<file path="config.mk">
export PLATFORM = sky130hd
export DESIGN_NAME = interval_prescale_timer
export DESIGN_NICKNAME = d
export VERILOG_FILES = /design/src/rtl/ipt_pkg.sv /design/src/rtl/ipt_ctrl_reg.sv /design/src/rtl/ipt_prescaler.sv /design/src/rtl/ipt_osc_sync.sv /design/src/rtl/ipt_counter.sv /design/src/rtl/interval_prescale_timer.sv
export SDC_FILE = /design/constraint.sdc
export NUM_CORES = 1
export LEC_CHECK = 0
export ABC_AREA = 1
export BUFFER_PORTS_ARGS = -buffer_cell sky130_fd_sc_hd__buf_4
export CORE_MARGIN = 2
export CORE_UTILIZATION = 30
export DETAILED_ROUTE_END_ITERATION = 8
export PLACE_DENSITY = 0.62
export SLEW_MARGIN = 20
export SYNTH_ARGS = -nofsm -noshare
export SYNTH_HDL_FRONTEND = slang
export SYNTH_SLANG_ARGS = --single-unit
</file>
<file path="constraint.sdc">
create_clock -name clk_i -period 1.7 [get_ports clk_i]
set_input_delay 0.17 -clock clk_i [delete_from_list [all_inputs] [get_ports clk_i]]
set_output_delay 0.17 -clock clk_i [all_outputs]
set_load 0.05 [all_outputs]
</file>
<file path="src/rtl/ipt_pkg.sv">
package ipt_pkg;
  localparam int unsigned REG_W   = 8;
  localparam int unsigned SEL_W   = 3;
  localparam int unsigned BIT_CLR = 3;
  localparam int unsigned BIT_WDE = 4;
  localparam int unsigned BIT_SRC = 5;

  typedef struct packed {
    logic             src;
    logic             wd_en;
    logic [SEL_W-1:0] sel;
  } ctrl_t;

  localparam ctrl_t CTRL_RST = '{src: 1'b0, wd_en: 1'b1, sel: '1};
endpackage

</file>
<file path="src/rtl/ipt_ctrl_reg.sv">
module ipt_ctrl_reg
  import ipt_pkg::*;
(
  input  logic             clk_i,
  input  logic             rst_ni,
  input  logic             wr_en_i,
  input  logic [REG_W-1:0] wr_data_i,
  output ctrl_t            ctrl_o,
  output logic             clr_o,
  output logic [REG_W-1:0] rd_data_o
);
  ctrl_t ctrl_q;

  always_ff @(posedge clk_i or negedge rst_ni) begin
    if (!rst_ni) begin
      ctrl_q <= CTRL_RST;
    end else if (wr_en_i) begin
      ctrl_q <= '{src:   wr_data_i[BIT_SRC],
                  wd_en: wr_data_i[BIT_WDE],
                  sel:   wr_data_i[SEL_W-1:0]};
    end
  end

  // clear is a strobe, never stored
  assign clr_o  = wr_en_i & wr_data_i[BIT_CLR];
  assign ctrl_o = ctrl_q;

  always_comb begin
    rd_data_o              = '0;
    rd_data_o[SEL_W-1:0]   = ctrl_q.sel;
    rd_data_o[BIT_WDE]     = ctrl_q.wd_en;
    rd_data_o[BIT_SRC]     = ctrl_q.src;
  end

  a_r2_sel_load: assert property (@(posedge clk_i) disable iff (!rst_ni)
    wr_en_i |=> (rd_data_o[SEL_W-1:0] == $past(wr_data_i[SEL_W-1:0])));

  a_r8_wde_load: assert property (@(posedge clk_i) disable iff (!rst_ni)
    wr_en_i |=> (ctrl_o.wd_en == $past(wr_data_i[BIT_WDE])));
endmodule

</file>
<file path="src/rtl/ipt_prescaler.sv">
module ipt_prescaler #(
  parameter int unsigned DIV_BASE = 3,
  parameter int unsigned SEL_W    = 3
) (
  input  logic             clk_i,
  input  logic             rst_ni,
  input  logic [SEL_W-1:0] sel_i,
  output logic             tick_o
);
  localparam int unsigned N_TAPS = 1 << SEL_W;
  localparam int unsigned PRE_W  = DIV_BASE + N_TAPS - 1;

  logic [PRE_W-1:0]  pre_q;
  logic [N_TAPS-1:0] taps;

  always_ff @(posedge clk_i or negedge rst_ni) begin
    if (!rst_ni) pre_q <= '0;
    else         pre_q <= pre_q + 1'b1;
  end

  // tap i fires once per 2^(DIV_BASE+i) cycles
  for (genvar i = 0; i < N_TAPS; i++) begin : g_tap
    assign taps[i] = &pre_q[DIV_BASE+i-1:0];
  end

  assign tick_o = taps[sel_i];

  a_r3_tick_sparse: assert property (@(posedge clk_i) disable iff (!rst_ni)
    tick_o |=> !tick_o);
endmodule

</file>
<file path="src/rtl/ipt_osc_sync.sv">
module ipt_osc_sync #(
  parameter int unsigned STAGES = 2
) (
  input  logic clk_i,
  input  logic rst_ni,
  input  logic osc_i,
  output logic tick_o
);
  logic [STAGES-1:0] sync_q;
  logic              prev_q;

  always_ff @(posedge clk_i or negedge rst_ni) begin
    if (!rst_ni) begin
      sync_q <= '0;
      prev_q <= 1'b0;
    end else begin
      sync_q <= {sync_q[STAGES-2:0], osc_i};
      prev_q <= sync_q[STAGES-1];
    end
  end

  assign tick_o = sync_q[STAGES-1] & ~prev_q;

  a_r4_one_tick_per_edge: assert property (@(posedge clk_i) disable iff (!rst_ni)
    tick_o |=> !tick_o);
endmodule

</file>
<file path="src/rtl/ipt_counter.sv">
module ipt_counter #(
  parameter int unsigned CNT_W = 8
) (
  input  logic             clk_i,
  input  logic             rst_ni,
  input  logic             tick_i,
  input  logic             clr_i,
  output logic [CNT_W-1:0] cnt_o,
  output logic             ovf_o,
  output logic             flag_o
);
  localparam logic [CNT_W-1:0] CNT_MAX = {CNT_W{1'b1}};

  logic [CNT_W-1:0] cnt_q;
  logic             ovf_q;
  logic             flag_q;
  logic             wrap;

  assign wrap = tick_i & ~clr_i & (cnt_q == CNT_MAX);

  always_ff @(posedge clk_i or negedge rst_ni) begin
    if (!rst_ni) begin
      cnt_q  <= '0;
      ovf_q  <= 1'b0;
      flag_q <= 1'b0;
    end else begin
      ovf_q <= wrap;
      if (clr_i) begin
        cnt_q  <= '0;
        flag_q <= 1'b0;
      end else begin
        if (tick_i) cnt_q <= cnt_q + 1'b1;
        if (wrap)   flag_q <= 1'b1;
      end
    end
  end

  assign cnt_o  = cnt_q;
  assign ovf_o  = ovf_q;
  assign flag_o = flag_q;

  a_r3_count_step: assert property (@(posedge clk_i) disable iff (!rst_ni)
    (tick_i && !clr_i && cnt_q != CNT_MAX) |=> (cnt_q == $past(cnt_q) + 1'b1));

  a_r5_ovf_at_zero: assert property (@(posedge clk_i) disable iff (!rst_ni)
    ovf_q |-> (cnt_q == '0));

  a_r6_flag_with_ovf: assert property (@(posedge clk_i) disable iff (!rst_ni)
    ovf_q |-> flag_q);

  a_r7_clear: assert property (@(posedge clk_i) disable iff (!rst_ni)
    clr_i |=> (cnt_q == '0 && !flag_q && !ovf_q));
endmodule

</file>
<file path="src/rtl/interval_prescale_timer.sv">
module interval_prescale_timer
  import ipt_pkg::*;
#(
  parameter int unsigned CNT_W       = 8,
  parameter int unsigned DIV_BASE    = 3,
  parameter int unsigned SYNC_STAGES = 2
) (
  input  logic             clk_i,
  input  logic             rst_ni,
  input  logic             osc_i,
  input  logic             wr_en_i,
  input  logic [7:0]       wr_data_i,
  output logic [7:0]       rd_data_o,
  output logic [CNT_W-1:0] cnt_o,
  output logic             ovf_o,
  output logic             irq_o,
  output logic             wd_en_o
);
  ctrl_t ctrl;
  logic  clr;
  logic  div_tick;
  logic  osc_tick;
  logic  tick;

  ipt_ctrl_reg u_reg (
    .clk_i    (clk_i),
    .rst_ni   (rst_ni),
    .wr_en_i  (wr_en_i),
    .wr_data_i(wr_data_i),
    .ctrl_o   (ctrl),
    .clr_o    (clr),
    .rd_data_o(rd_data_o)
  );

  ipt_prescaler #(.DIV_BASE(DIV_BASE), .SEL_W(SEL_W)) u_pre (
    .clk_i (clk_i),
    .rst_ni(rst_ni),
    .sel_i (ctrl.sel),
    .tick_o(div_tick)
  );

  ipt_osc_sync #(.STAGES(SYNC_STAGES)) u_osc (
    .clk_i (clk_i),
    .rst_ni(rst_ni),
    .osc_i (osc_i),
    .tick_o(osc_tick)
  );

  assign tick = ctrl.src ? osc_tick : div_tick;

  ipt_counter #(.CNT_W(CNT_W)) u_cnt (
    .clk_i (clk_i),
    .rst_ni(rst_ni),
    .tick_i(tick),
    .clr_i (clr),
    .cnt_o (cnt_o),
    .ovf_o (ovf_o),
    .flag_o(irq_o)
  );

  assign wd_en_o = ctrl.wd_en;

  a_r4_divider_ignored: assert property (@(posedge clk_i) disable iff (!rst_ni)
    (ctrl.src && !osc_tick && !clr) |=> $stable(cnt_o));
endmodule

</file>
==> run_results.csv <==
group,metric,value,unit
outcome,status,"complete, but fails checks",
outcome,violations,"setup timing",
die,die_area,5230,µm²
drt,via_per_inst,4.61,
clocking,clk_latency,0.28,ns
yosys,yosysSeqAreaShare,0.504,
clocking,clkSinkCount,28,
yosys,synth_edf_count,0,
drt,vias,1129,
worst_setup_path,reg2reg_slack,-0.06,ns
drt,routed.top_layer,"met4",
worst_hold_path,min_from,"wr_data_i[2]",
yosys,syn_avg_cell_area,9.10,µm²
clocking,cts_tree,"done",
grt,overflow,0,
yosys,ys_types,26,
final_layout,area_delta_synth_final,28.9,%
yosys,netlist_area,1400,µm²
die,rows,24,
worst_setup_path,critPathKind,"flop to flop",
die,top_level_ports,31,
pwr,peakVddDrop,0.369,mV
final_layout,layout.nets,211,
drt,postRouteAntennaNets,0,
sta,hold_viol,0,
sta,setup_slack,-0.0556,ns
drt,m1WireLength,1280,µm
die,initial_utilization,0.317,
worst_setup_path,reg2reg_from,"u_pre.pre_q[0]",
worst_setup_path,r2r_end,"u_cnt.cnt_o[5]",
worst_setup_path,critPathCaptureType,"flop",
yosys,yosys.area.top_type,"dfrtp_1",
placed_design,gp_congestion,0.764,
flow_run,maxCapViolCount,0,
sta,report.final.slew_viol_count,0,
grt,antenna_found_initial,0,
worst_setup_path,cp.arrival,1.93,ns
grt,grt_pass1_vias,1109,
sta,fin_setup_tns,-0.385,ns
worst_setup_path,startpoint_type,"flop",
drt,dr.pass1.iters,4,
yosys,synth.area.top_cells,"dfrtp_1, nand2_1, dfstp_2, ha_1, nand4_1",
drt,drc,0,
yosys,ys_ff_latch,28,
sta,finalClockSkew,0.00693,ns
worst_hold_path,hold_path_end,"u_reg.ctrl_o[2]",
worst_setup_path,crit_required,1.88,ns
worst_setup_path,path_max_fanout,5,
final_layout,diodes,0,
yosys,ys_top_cells_by_count,"nand2_1, dfrtp_1, nor2_1",
die,core,4410,µm²
sta,setup_violations,9,
drt,wl_met3,98,µm
drt,first_iter_violations,40,
yosys,synth_top_area_frac,0.429,
sta,min_period,1.76,ns
drt,drt_wl_total,2710,µm
sta,rsz0062_at_grt,"yes",
drt,wl_per_cell,11.1,µm
final_layout,drive_gt1_frac,0.332,
clocking,root_buffer,"clkbuf_8",
clocking,cts_buffers,3,
worst_hold_path,hold-path-cell-count,3,
clocking,ctsLongestPathBuffers,2,
yosys,synth.most_common_cell,"nand2_1",
placed_design,hpwl,2000,µm
grt,grt_max_degree,29,
die,dieWidth,72.3,µm
sta,min_period_over_period,1.03,
drt,met2_wirelength,1260,µm
pwr,leakage,0.914,nW
placed_design,port_buffers,25,
yosys,synth-async-reset-ratio,1.00,
sta,fmax,570,MHz
pwr,p_total,1.55,mW
die,die_h,72.3,µm
grt,grt_first_pass_wirelength,4750,µm
yosys,synthCells,154,
placed_design,dp_slack,-0.0795,ns
worst_setup_path,r2r_cells,14,
yosys,ys_warn_count,0,
grt,grt_usage,0.116,
yosys,synth_ff_type,"dfrtp_1",
worst_hold_path,min-delay-path-class,"input port to flop",
clocking,htree_levels,1,
pwr,powerDensity,857,nW/µm²
clocking,path_clk_slew,0.10,ns
==> stage by stage <==
step	cell area (µm²)	cells	hold slack, ns	utilization
global placement	1690	236	0.113	0.383
CTS	1790	244	0.0958	0.405
detailed placement	1690	236	0.110	0.383
floorplan	1410	156	-0.126	-
finish	1810	245	0.0972	0.409
global route	1810	245	0.0963	0.409
==> layer usage <==
layer	global-route usage	vias to the layer above
met4	0.0692	0
met3	0.0167	5
met1	0.148	522
met5	0	-
met2	0.187	27
li1	-	575
==> worst max-delay path, stage by stage (launching register included) <==
cell     delay, ns
dfrtp_1       0.37
ha_2          0.20
nand3_2       0.08
inv_2         0.08
nand2_2       0.06
nor2_2        0.08
ha_2          0.16
nor2_1        0.04
nor2_1        0.09
nand2_1       0.06
nand3_2       0.08
nand2_4       0.09
buf_6         0.14
nand4_1       0.06
nand2_1       0.06
==> area by class of cell <==
type | count | area (µm²)
Fill cell | 443 | 2610
Sequential cell | 28 | 706
Multi-Input combinational cell | 107 | 629
Timing Repair Buffer | 39 | 305
Tap cell | 52 | 65.1
Inverter | 15 | 56.3
Clock buffer | 4 | 45.0
==> state kept, by name (all words and copies together) (netlist names) <==
signal        flops
u_cnt.ovf_o       1
u_cnt.flag_o      1
u_reg.ctrl_o      5
u_osc.sync_q      2
u_pre.pre_q      10
u_osc.prev_q      1
u_cnt.cnt_o       8
==> worst max-delay path by stage <==
| stage | startpoint | to | slack (ns) |
|---|---|---|---|
| global route | u_pre.pre_q[1] | u_cnt.cnt_o[5] | -0.22 |
| finish | u_pre.pre_q[0] | u_cnt.cnt_o[5] | -0.06 |
| floorplan | u_pre.pre_q[0] | u_cnt.cnt_o[0] | 0.02 |
| detailed placement | u_pre.pre_q[1] | u_cnt.cnt_o[5] | -0.08 |
| CTS | u_pre.pre_q[0] | u_cnt.cnt_o[2] | -0.07 |
| global placement | u_pre.pre_q[0] | u_cnt.cnt_o[4] | -0.06 |
==> cells by family (layout without fill, tap and decap cells) <==
| group | after synthesis | count (layout) | share of synthesized area |
|---|---|---|---|
| and+or+nand+nor | 82 | 82 | 0.294 |
| DFF | 28 | 28 | 0.504 |
| buffers and inverters | 21 | 58 | 0.0688 |
| AOI/OAI and AO/OA | 9 | 9 | 0.0330 |
| xor gates and xnor gates | 6 | 6 | 0.0375 |
| adders and majority gates | 5 | 5 | 0.0446 |
| muxes | 2 | 2 | 0.0161 |
| other | 1 | 3 | 0.00268 |
==> report_power, final <==
| part | internal (mW) | switching (mW) |
|---|---|---|
| clock | 0.168 | 0.206 |
| sequential | 0.714 | 0.0510 |
| combinational | 0.133 | 0.276 |
| total | 1.02 | 0.533 |
==> layout by cell type (no fill, tap or decap), types with 4 or more instances in the layout <==
| cell type | count |
|---|---|
| dfstp_2 | 4 |
| nand2_1 | 34 |
| nor2_2 | 4 |
| nor2_1 | 13 |
| nand3_1 | 10 |
| inv_1 | 12 |
| a21oi_1 | 4 |
| dfrtp_1 | 24 |
| xor2_1 | 4 |
| nand4_1 | 9 |
| buf_4 | 35 |
==> timing repair <==
item / 4_1_cts / 5_1_grt
gates resized for setup: 5 / 4
endpoints found under the hold margin: 25 / 0
gates cloned: 0 / 0
pin swaps: 9 / 6
hold buffers: 2 / 0
setup buffers: 2 / 1
setup endpoints to repair: 10 / 10
Note: power is estimated with default switching activity, not from simulation.
